[config.mk]
export PLATFORM = sky130hd
export DESIGN_NAME = cdma_walsh_bus
export DESIGN_NICKNAME = d
export VERILOG_FILES = /design/src/rtl/cdma_pkg.sv /design/src/rtl/cdma_cfg_table.sv /design/src/rtl/cdma_spread.sv /design/src/rtl/cdma_despread.sv /design/src/rtl/cdma_walsh_bus.sv
export SDC_FILE = /design/constraint.sdc
export NUM_CORES = 1
export LEC_CHECK = 0
export BUFFER_PORTS_ARGS = -buffer_cell sky130_fd_sc_hd__buf_4
export CAP_MARGIN = 20
export CORE_MARGIN = 10
export CORE_UTILIZATION = 55
export CTS_BUF_LIST = sky130_fd_sc_hd__clkbuf_4 sky130_fd_sc_hd__clkbuf_8
export CTS_CLUSTER_SIZE = 14
export DETAILED_ROUTE_END_ITERATION = 8
export GPL_TIMING_DRIVEN = 0
export PLACE_DENSITY = 0.71
export SYNTH_ARGS = -nofsm -noshare
export SYNTH_HDL_FRONTEND = slang
export SYNTH_SLANG_ARGS = --single-unit
[constraint.sdc]
create_clock -name clk_i -period 26.7 [get_ports clk_i]
set_clock_uncertainty 0.05 [all_clocks]
set_input_delay 5.34 -clock clk_i [delete_from_list [all_inputs] [get_ports clk_i]]
set_output_delay 5.34 -clock clk_i [all_outputs]
set_load 0.05 [all_outputs]
[src/rtl/cdma_pkg.sv]
package cdma_pkg;
  // Walsh chip sign: 1 means -1, 0 means +1
  function automatic logic chip_neg(input logic [7:0] code, input logic [7:0] chip);
    return ^(code & chip);
  endfunction
endpackage

[src/rtl/cdma_cfg_table.sv]
module cdma_cfg_table #(
  parameter int N_UNITS = 8,
  parameter int N_SLOTS = 2,
  parameter int CW      = 3,
  parameter int UW      = 3,
  parameter int SW      = 1,
  localparam int NS     = N_UNITS * N_SLOTS
) (
  input  logic             clk_i,
  input  logic             rst_ni,
  input  logic             commit_i,
  input  logic             cfg_we_i,
  input  logic             cfg_rx_i,
  input  logic [UW-1:0]    cfg_unit_i,
  input  logic [SW-1:0]    cfg_slot_i,
  input  logic             cfg_en_i,
  input  logic [CW-1:0]    cfg_code_i,
  output logic [NS-1:0]    tx_en_o,
  output logic [NS*CW-1:0] tx_code_o,
  output logic [NS-1:0]    rx_en_o,
  output logic [NS*CW-1:0] rx_code_o
);
  for (genvar k = 0; k < NS; k++) begin : g_ent
    localparam int U = k / N_SLOTS;
    localparam int S = k % N_SLOTS;
    localparam logic DEF_EN = (S == 0);
    localparam logic [CW-1:0] DEF_TX = CW'(U);
    localparam logic [CW-1:0] DEF_RX = CW'(U ^ 1);

    logic          sel;
    logic          tp_en_q, ta_en_q, rp_en_q, ra_en_q;
    logic [CW-1:0] tp_code_q, ta_code_q, rp_code_q, ra_code_q;

    assign sel = cfg_we_i && (cfg_unit_i == UW'(U)) && (cfg_slot_i == SW'(S));

    // pending entries take writes at once; active entries copy them at the boundary
    always_ff @(posedge clk_i or negedge rst_ni) begin
      if (!rst_ni) begin
        tp_en_q <= DEF_EN; tp_code_q <= DEF_TX;
        ta_en_q <= DEF_EN; ta_code_q <= DEF_TX;
        rp_en_q <= DEF_EN; rp_code_q <= DEF_RX;
        ra_en_q <= DEF_EN; ra_code_q <= DEF_RX;
      end else begin
        if (sel && !cfg_rx_i) begin
          tp_en_q   <= cfg_en_i;
          tp_code_q <= cfg_code_i;
        end
        if (sel && cfg_rx_i) begin
          rp_en_q   <= cfg_en_i;
          rp_code_q <= cfg_code_i;
        end
        if (commit_i) begin
          ta_en_q   <= tp_en_q;
          ta_code_q <= tp_code_q;
          ra_en_q   <= rp_en_q;
          ra_code_q <= rp_code_q;
        end
      end
    end

    assign tx_en_o[k]             = ta_en_q;
    assign tx_code_o[k*CW +: CW]  = ta_code_q;
    assign rx_en_o[k]             = ra_en_q;
    assign rx_code_o[k*CW +: CW]  = ra_code_q;
  end
endmodule

[src/rtl/cdma_spread.sv]
module cdma_spread import cdma_pkg::*; #(
  parameter int NS    = 16,
  parameter int CW    = 3,
  parameter int BUS_W = 6
) (
  input  logic [CW-1:0]           chip_i,
  input  logic [NS-1:0]           sym_i,
  input  logic [NS-1:0]           tx_en_i,
  input  logic [NS*CW-1:0]        tx_code_i,
  output logic signed [BUS_W-1:0] bus_o
);
  localparam logic signed [BUS_W-1:0] ONE = BUS_W'(1);

  logic signed [BUS_W-1:0] sum;

  always_comb begin
    sum = '0;
    for (int k = 0; k < NS; k++) begin
      if (tx_en_i[k]) begin
        // bit 1 with chip +1, or bit 0 with chip -1, gives +1
        if (sym_i[k] ^ chip_neg(8'(tx_code_i[k*CW +: CW]), 8'(chip_i))) sum = sum + ONE;
        else                                                           sum = sum - ONE;
      end
    end
  end

  assign bus_o = sum;
endmodule

[src/rtl/cdma_despread.sv]
module cdma_despread import cdma_pkg::*; #(
  parameter int CW    = 3,
  parameter int BUS_W = 6,
  parameter int ACC_W = 9
) (
  input  logic                    clk_i,
  input  logic                    rst_ni,
  input  logic                    period_end_i,
  input  logic [CW-1:0]           chip_i,
  input  logic signed [BUS_W-1:0] bus_i,
  input  logic                    en_i,
  input  logic [CW-1:0]           code_i,
  output logic                    bit_o,
  output logic                    valid_o
);
  logic signed [ACC_W-1:0] bus_x, term, acc_q, acc_d;
  logic                    bit_q, valid_q;

  assign bus_x = ACC_W'(bus_i);

  always_comb begin
    term = '0;
    if (en_i) term = chip_neg(8'(code_i), 8'(chip_i)) ? -bus_x : bus_x;
    acc_d = acc_q + term;
  end

  always_ff @(posedge clk_i or negedge rst_ni) begin
    if (!rst_ni) begin
      acc_q   <= '0;
      bit_q   <= 1'b0;
      valid_q <= 1'b0;
    end else if (period_end_i) begin
      acc_q   <= '0;
      bit_q   <= en_i && (acc_d > 0);
      valid_q <= en_i && (acc_d != 0);
    end else begin
      acc_q   <= acc_d;
    end
  end

  assign bit_o   = bit_q;
  assign valid_o = valid_q;

  AST_BIT_NEEDS_VALID: assert property (@(posedge clk_i) disable iff (!rst_ni)
    bit_q |-> valid_q);
  AST_HOLD_MID_PERIOD: assert property (@(posedge clk_i) disable iff (!rst_ni)
    !$past(period_end_i) |-> ($stable(bit_q) && $stable(valid_q)));
endmodule

[src/rtl/cdma_walsh_bus.sv]
module cdma_walsh_bus #(
  parameter int N_UNITS  = 8,
  parameter int N_SLOTS  = 2,
  parameter int CODE_LEN = 8,
  localparam int CW    = $clog2(CODE_LEN),
  localparam int UW    = $clog2(N_UNITS),
  localparam int SW    = (N_SLOTS > 1) ? $clog2(N_SLOTS) : 1,
  localparam int NS    = N_UNITS * N_SLOTS,
  localparam int BUS_W = $clog2(NS + 1) + 1,
  localparam int ACC_W = BUS_W + CW
) (
  input  logic                    clk_i,
  input  logic                    rst_ni,
  input  logic [NS-1:0]           tx_data_i,
  input  logic                    cfg_we_i,
  input  logic                    cfg_rx_i,
  input  logic [UW-1:0]           cfg_unit_i,
  input  logic [SW-1:0]           cfg_slot_i,
  input  logic                    cfg_en_i,
  input  logic [CW-1:0]           cfg_code_i,
  output logic [CW-1:0]           chip_idx_o,
  output logic signed [BUS_W-1:0] bus_o,
  output logic [NS-1:0]           rx_bit_o,
  output logic [NS-1:0]           rx_valid_o,
  output logic                    rx_done_o
);
  logic [CW-1:0]           chip_q;
  logic                    period_end;
  logic [NS-1:0]           sym_q;
  logic                    done_q;
  logic [NS-1:0]           tx_en, rx_en;
  logic [NS*CW-1:0]        tx_code, rx_code;
  logic signed [BUS_W-1:0] bus;

  assign period_end = (chip_q == CW'(CODE_LEN - 1));

  always_ff @(posedge clk_i or negedge rst_ni) begin
    if (!rst_ni) begin
      chip_q <= '0;
      sym_q  <= '0;
      done_q <= 1'b0;
    end else begin
      chip_q <= chip_q + 1'b1;
      done_q <= period_end;
      if (period_end) sym_q <= tx_data_i;
    end
  end

  cdma_cfg_table #(
    .N_UNITS(N_UNITS), .N_SLOTS(N_SLOTS), .CW(CW), .UW(UW), .SW(SW)
  ) u_cfg (
    .clk_i, .rst_ni,
    .commit_i  (period_end),
    .cfg_we_i, .cfg_rx_i, .cfg_unit_i, .cfg_slot_i, .cfg_en_i, .cfg_code_i,
    .tx_en_o   (tx_en),
    .tx_code_o (tx_code),
    .rx_en_o   (rx_en),
    .rx_code_o (rx_code)
  );

  cdma_spread #(.NS(NS), .CW(CW), .BUS_W(BUS_W)) u_spread (
    .chip_i    (chip_q),
    .sym_i     (sym_q),
    .tx_en_i   (tx_en),
    .tx_code_i (tx_code),
    .bus_o     (bus)
  );

  for (genvar k = 0; k < NS; k++) begin : g_rx
    cdma_despread #(.CW(CW), .BUS_W(BUS_W), .ACC_W(ACC_W)) u_despread (
      .clk_i, .rst_ni,
      .period_end_i (period_end),
      .chip_i       (chip_q),
      .bus_i        (bus),
      .en_i         (rx_en[k]),
      .code_i       (rx_code[k*CW +: CW]),
      .bit_o        (rx_bit_o[k]),
      .valid_o      (rx_valid_o[k])
    );
  end

  assign chip_idx_o = chip_q;
  assign bus_o      = bus;
  assign rx_done_o  = done_q;

  AST_CHIP_WRAP: assert property (@(posedge clk_i) disable iff (!rst_ni)
    period_end |=> (chip_q == '0));
  AST_CHIP_STEP: assert property (@(posedge clk_i) disable iff (!rst_ni)
    !period_end |=> (chip_q == CW'($past(chip_q) + 1'b1)));
  AST_BUS_RANGE: assert property (@(posedge clk_i) disable iff (!rst_ni)
    ($signed(bus) <= $countones(tx_en)) && ($signed(bus) >= -$countones(tx_en)));
  AST_BUS_PARITY: assert property (@(posedge clk_i) disable iff (!rst_ni)
    bus[0] == (^tx_en));
  AST_DONE_ALIGN: assert property (@(posedge clk_i) disable iff (!rst_ni)
    done_q |-> (chip_q == '0));
  AST_CFG_BOUNDARY: assert property (@(posedge clk_i) disable iff (!rst_ni)
    !$stable({tx_en, tx_code, rx_en, rx_code}) |-> (chip_q == '0));
endmodule

==> flow_metrics.env <==
export IMPL_dieArea_sq_um=62900
export IMPL_worst_path_most_repeated_cell="ha_1"
export IMPL_yosys_warnings=0
export IMPL_place_gp_congestion=0.897
export IMPL_fp_row_count=84
export IMPL_critical_path_buf_inv_count=11
export IMPL_synth_cells=2908
export IMPL_start_util_pct=55.7
export IMPL_vias=22500
export IMPL_max_stage_delay_ns=0.56
export IMPL_drive_gt1_share_pct=22.5
export IMPL_crit_reg2reg_capture="g_rx[13].u_despread.valid_o$_DFFE_PN0P_"
export IMPL_grt_max_degree=123
export IMPL_hp_class="register to register"
export IMPL_setup_viol=0
export IMPL_min_path_cells=2
export IMPL_outcome="completed"
export IMPL_critPathSlowestCell="dfrtp_1"
export IMPL_crit_path_start_kind="register"
export IMPL_seq_area_sq_um=11500
export IMPL_finalCritPeriodShare_pct=95.1
export IMPL_critical_path_arrival_ns=20.00
export IMPL_cp_required_ns=21.31
export IMPL_synth_seq_cells=452
export IMPL_grt_antenna_before_repair=4
export IMPL_syn_area_sq_um=29300
export IMPL_drtIter0Drc=1790
export IMPL_dp_hpwl_um=57300
export IMPL_worst_pin_slew_ns=1.24
export IMPL_hold_end="g_rx[1].u_despread.bit_o$_DFFE_PN0P_"
export IMPL_nets=3310
export IMPL_path_clk_slew_ns=0.06
export IMPL_wirelength_um=80400
export IMPL_worstRegToRegCells=88
export IMPL_die_w_um=251
export IMPL_end_kind="output pin"
export IMPL_finalHoldViolCount=0
export IMPL_clkSinkCount=452
export IMPL_synth_ff_type="dfrtp_1"
export IMPL_crit_family="adder cells"
export IMPL_period_minus_slack_ns=25.39
export IMPL_drv_slew=0
export IMPL_fp_coreArea_sq_um=52700
export IMPL_postCtsSetupRepairBufs=0
export IMPL_postCtsResizedCells=0
export IMPL_r2r_setup_slack_ns=5.06
export IMPL_clkLatencyLatePin_ns=0.65
export IMPL_cts_hold_buffers=0
export IMPL_postSynthAreaPerCell_sq_um=10.1
export IMPL_ant_nets=0
export IMPL_cp_max_fo=19
export IMPL_path_class="register to output pin"
export IMPL_grt_total_usage_pct=25.0
export IMPL_holdWs_ns=0.438
export IMPL_ys_seq_area_share_pct=39.1
export IMPL_pre_cts_ws_ns=1.55
export IMPL_port_buffers=69
export IMPL_cts_buffers=80
export IMPL_max_clock_path_buffers=3
export IMPL_drc=0
export IMPL_ys_async_sr_fraction_pct=100
export IMPL_rsz0062_at_grt="false"
export IMPL_finalSetupTns_ns=0
export IMPL_firstDrtPassIters=5
export IMPL_hold_start="g_rx[1].u_despread.bit_o$_DFFE_PN0P_"
export IMPL_grt_pass1_vias=22900
export IMPL_grt_ovfl_total=0
export IMPL_grt_pass1_wl_um=127000
export IMPL_ios=70
export IMPL_chipHeight_um=251
export IMPL_fillers=4258
export IMPL_synth_fp_nets=3155
export IMPL_root_buffer="clkbuf_8"
export IMPL_final_setup_worst_slack_ns=1.31
export IMPL_htreeDepth=3
export IMPL_fmax_mhz=39.4
export IMPL_syn_to_final_growth_pct=11.4
export IMPL_synth_edff_count=0
export IMPL_r2r_start="chip_idx_o[0]$_DFF_PN0_"
export IMPL_relSlewSlack_pct=17.1
export IMPL_multi_input_area_sq_um=16600
export IMPL_cap_violations=0
export IMPL_wl_per_cell_um=21.1
export IMPL_detail_route_vias_per_cell=5.89
export IMPL_cts_tree="done"
export IMPL_ys_types=78
-- cell families (layout without fill, tap and decap cells) --
family	count (synthesis)	in the layout	share of synthesized area [%]
adders and majority gates	219	219	10.2
and+or+nand+nor	806	806	13.0
xor gates and xnor gates	333	333	10.8
buffers and inverters	296	516	4.35
DFF	452	452	39.1
other	0	4	0
AOI/OAI and AO/OA	509	509	11.3
muxes	293	293	11.2
-- flip-flops by register name, summed over array words and instances, names as in the netlist --
register and flops:
u_cfg.g_ent.ra_en_q 16, u_cfg.g_ent.rp_code_q 48, u_cfg.g_ent.ra_code_q 48, u_cfg.g_ent.ta_en_q 16, rx_done_o 1, u_cfg.g_ent.ta_code_q 48, chip_idx_o 3, g_rx.u_despread.valid_o 16
g_rx.u_despread.acc_q 144, u_cfg.g_ent.tp_code_q 48, g_rx.u_despread.bit_o 16, u_cfg.g_ent.tp_en_q 16, sym_q 16, u_cfg.g_ent.rp_en_q 16
-- area by class of cell --
cell class                      count  area share (%)
Clock inverter                     13           0.529
Inverter                          120            1.40
Multi-Input combinational cell   2160            50.8
Timing Repair Buffer               76            2.02
Buffer                            173            2.50
Antenna cell                        4          0.0307
Tap cell                          688            2.64
Clock buffer                      134            5.00
Sequential cell                   452            35.1
-- per-stage QoR --
stage	area, sq um	instances	util (%)
after floorplan	29300	2908	-
after global placement	30700	3665	58.3
after detailed placement	30800	3669	58.5
after CTS	32600	3816	61.9
after global routing	32600	3819	62.0
final	32600	3820	62.0
-- metal layers --
layer | share of wire [%] | track usage, % | wire length [um]
met1 | 44 | 33.7 | 35100
met2 | 47 | 40.9 | 38000
met3 | 6.3 | 3.27 | 5050
met4 | 2.8 | 8.52 | 2250
met5 | 0 | 0 | 0
-- cells in the mapped netlist, types with 42 or more instances --
cell type	instances	area, sq um
xor2_1	55	482
mux2_2	256	2880
clkbuf_1	116	435
and2_1	54	338
a21oi_1	190	951
dfstp_2	128	3360
a21o_1	58	435
ha_1	186	2330
o21ai_0	88	440
dfrtp_1	324	8110
nand2_1	228	856
xnor2_1	261	2290
o21bai_1	65	488
nor2b_1	42	263
nor2_1	282	1060
inv_1	112	420
-- worst max-delay path by stage --
stage	startpoint	to	slack, ns	cells after the start
final	chip_idx_o[0]$_DFF_PN0_	bus_o[5]	1.31	82
after floorplan	chip_idx_o[0]$_DFF_PN0_	bus_o[5]	5.09	81
after global routing	chip_idx_o[0]$_DFF_PN0_	bus_o[5]	0.18	82
after CTS	chip_idx_o[0]$_DFF_PN0_	bus_o[5]	0.68	83
after detailed placement	chip_idx_o[0]$_DFF_PN0_	bus_o[5]	1.55	83
after global placement	chip_idx_o[1]$_DFF_PN0_	bus_o[5]	1.96	82
-- worst reg2reg max path: cells and delay by family, from the launching register on --
family / cells / cell delay (ns)
simple gates: 21 / 4.30
compound gates: 24 / 4.57
fa+ha+maj: 17 / 6.52
mux: 3 / 0.87
flops: 1 / 0.56
xor+xnor: 14 / 2.53
buf+inv: 9 / 2.19
-- cell usage in the layout (no fill, tap or decap), types with 8 or more instances in the layout --
cell	count
fa_1	33
mux2i_2	10
nor2_1	282
nand3_1	29
and4b_1	16
a21oi_1	190
o211ai_1	9
nor4_1	16
buf_1	10
mux2i_1	27
clkbuf_8	100
xor2_1	55
ha_1	186
and2_1	54
buf_2	15
dfrtp_1	324
o211a_1	16
nor3_1	30
buf_4	101
nand2b_1	17
nand2_1	228
o21bai_1	65
a21o_1	58
o41ai_2	10
nand4_1	21
inv_1	112
nor2b_1	42
o21ai_0	88
dfstp_2	128
a211oi_1	17
clkbuf_1	109
mux2_2	256
xnor3_1	10
xnor2_1	261
or3_1	38
o41ai_1	8
clkbuf_4	34
Power is left out: the tool's default activity adds up to more than one toggle a clock period on the data nets, which glitch-free logic cannot reach.
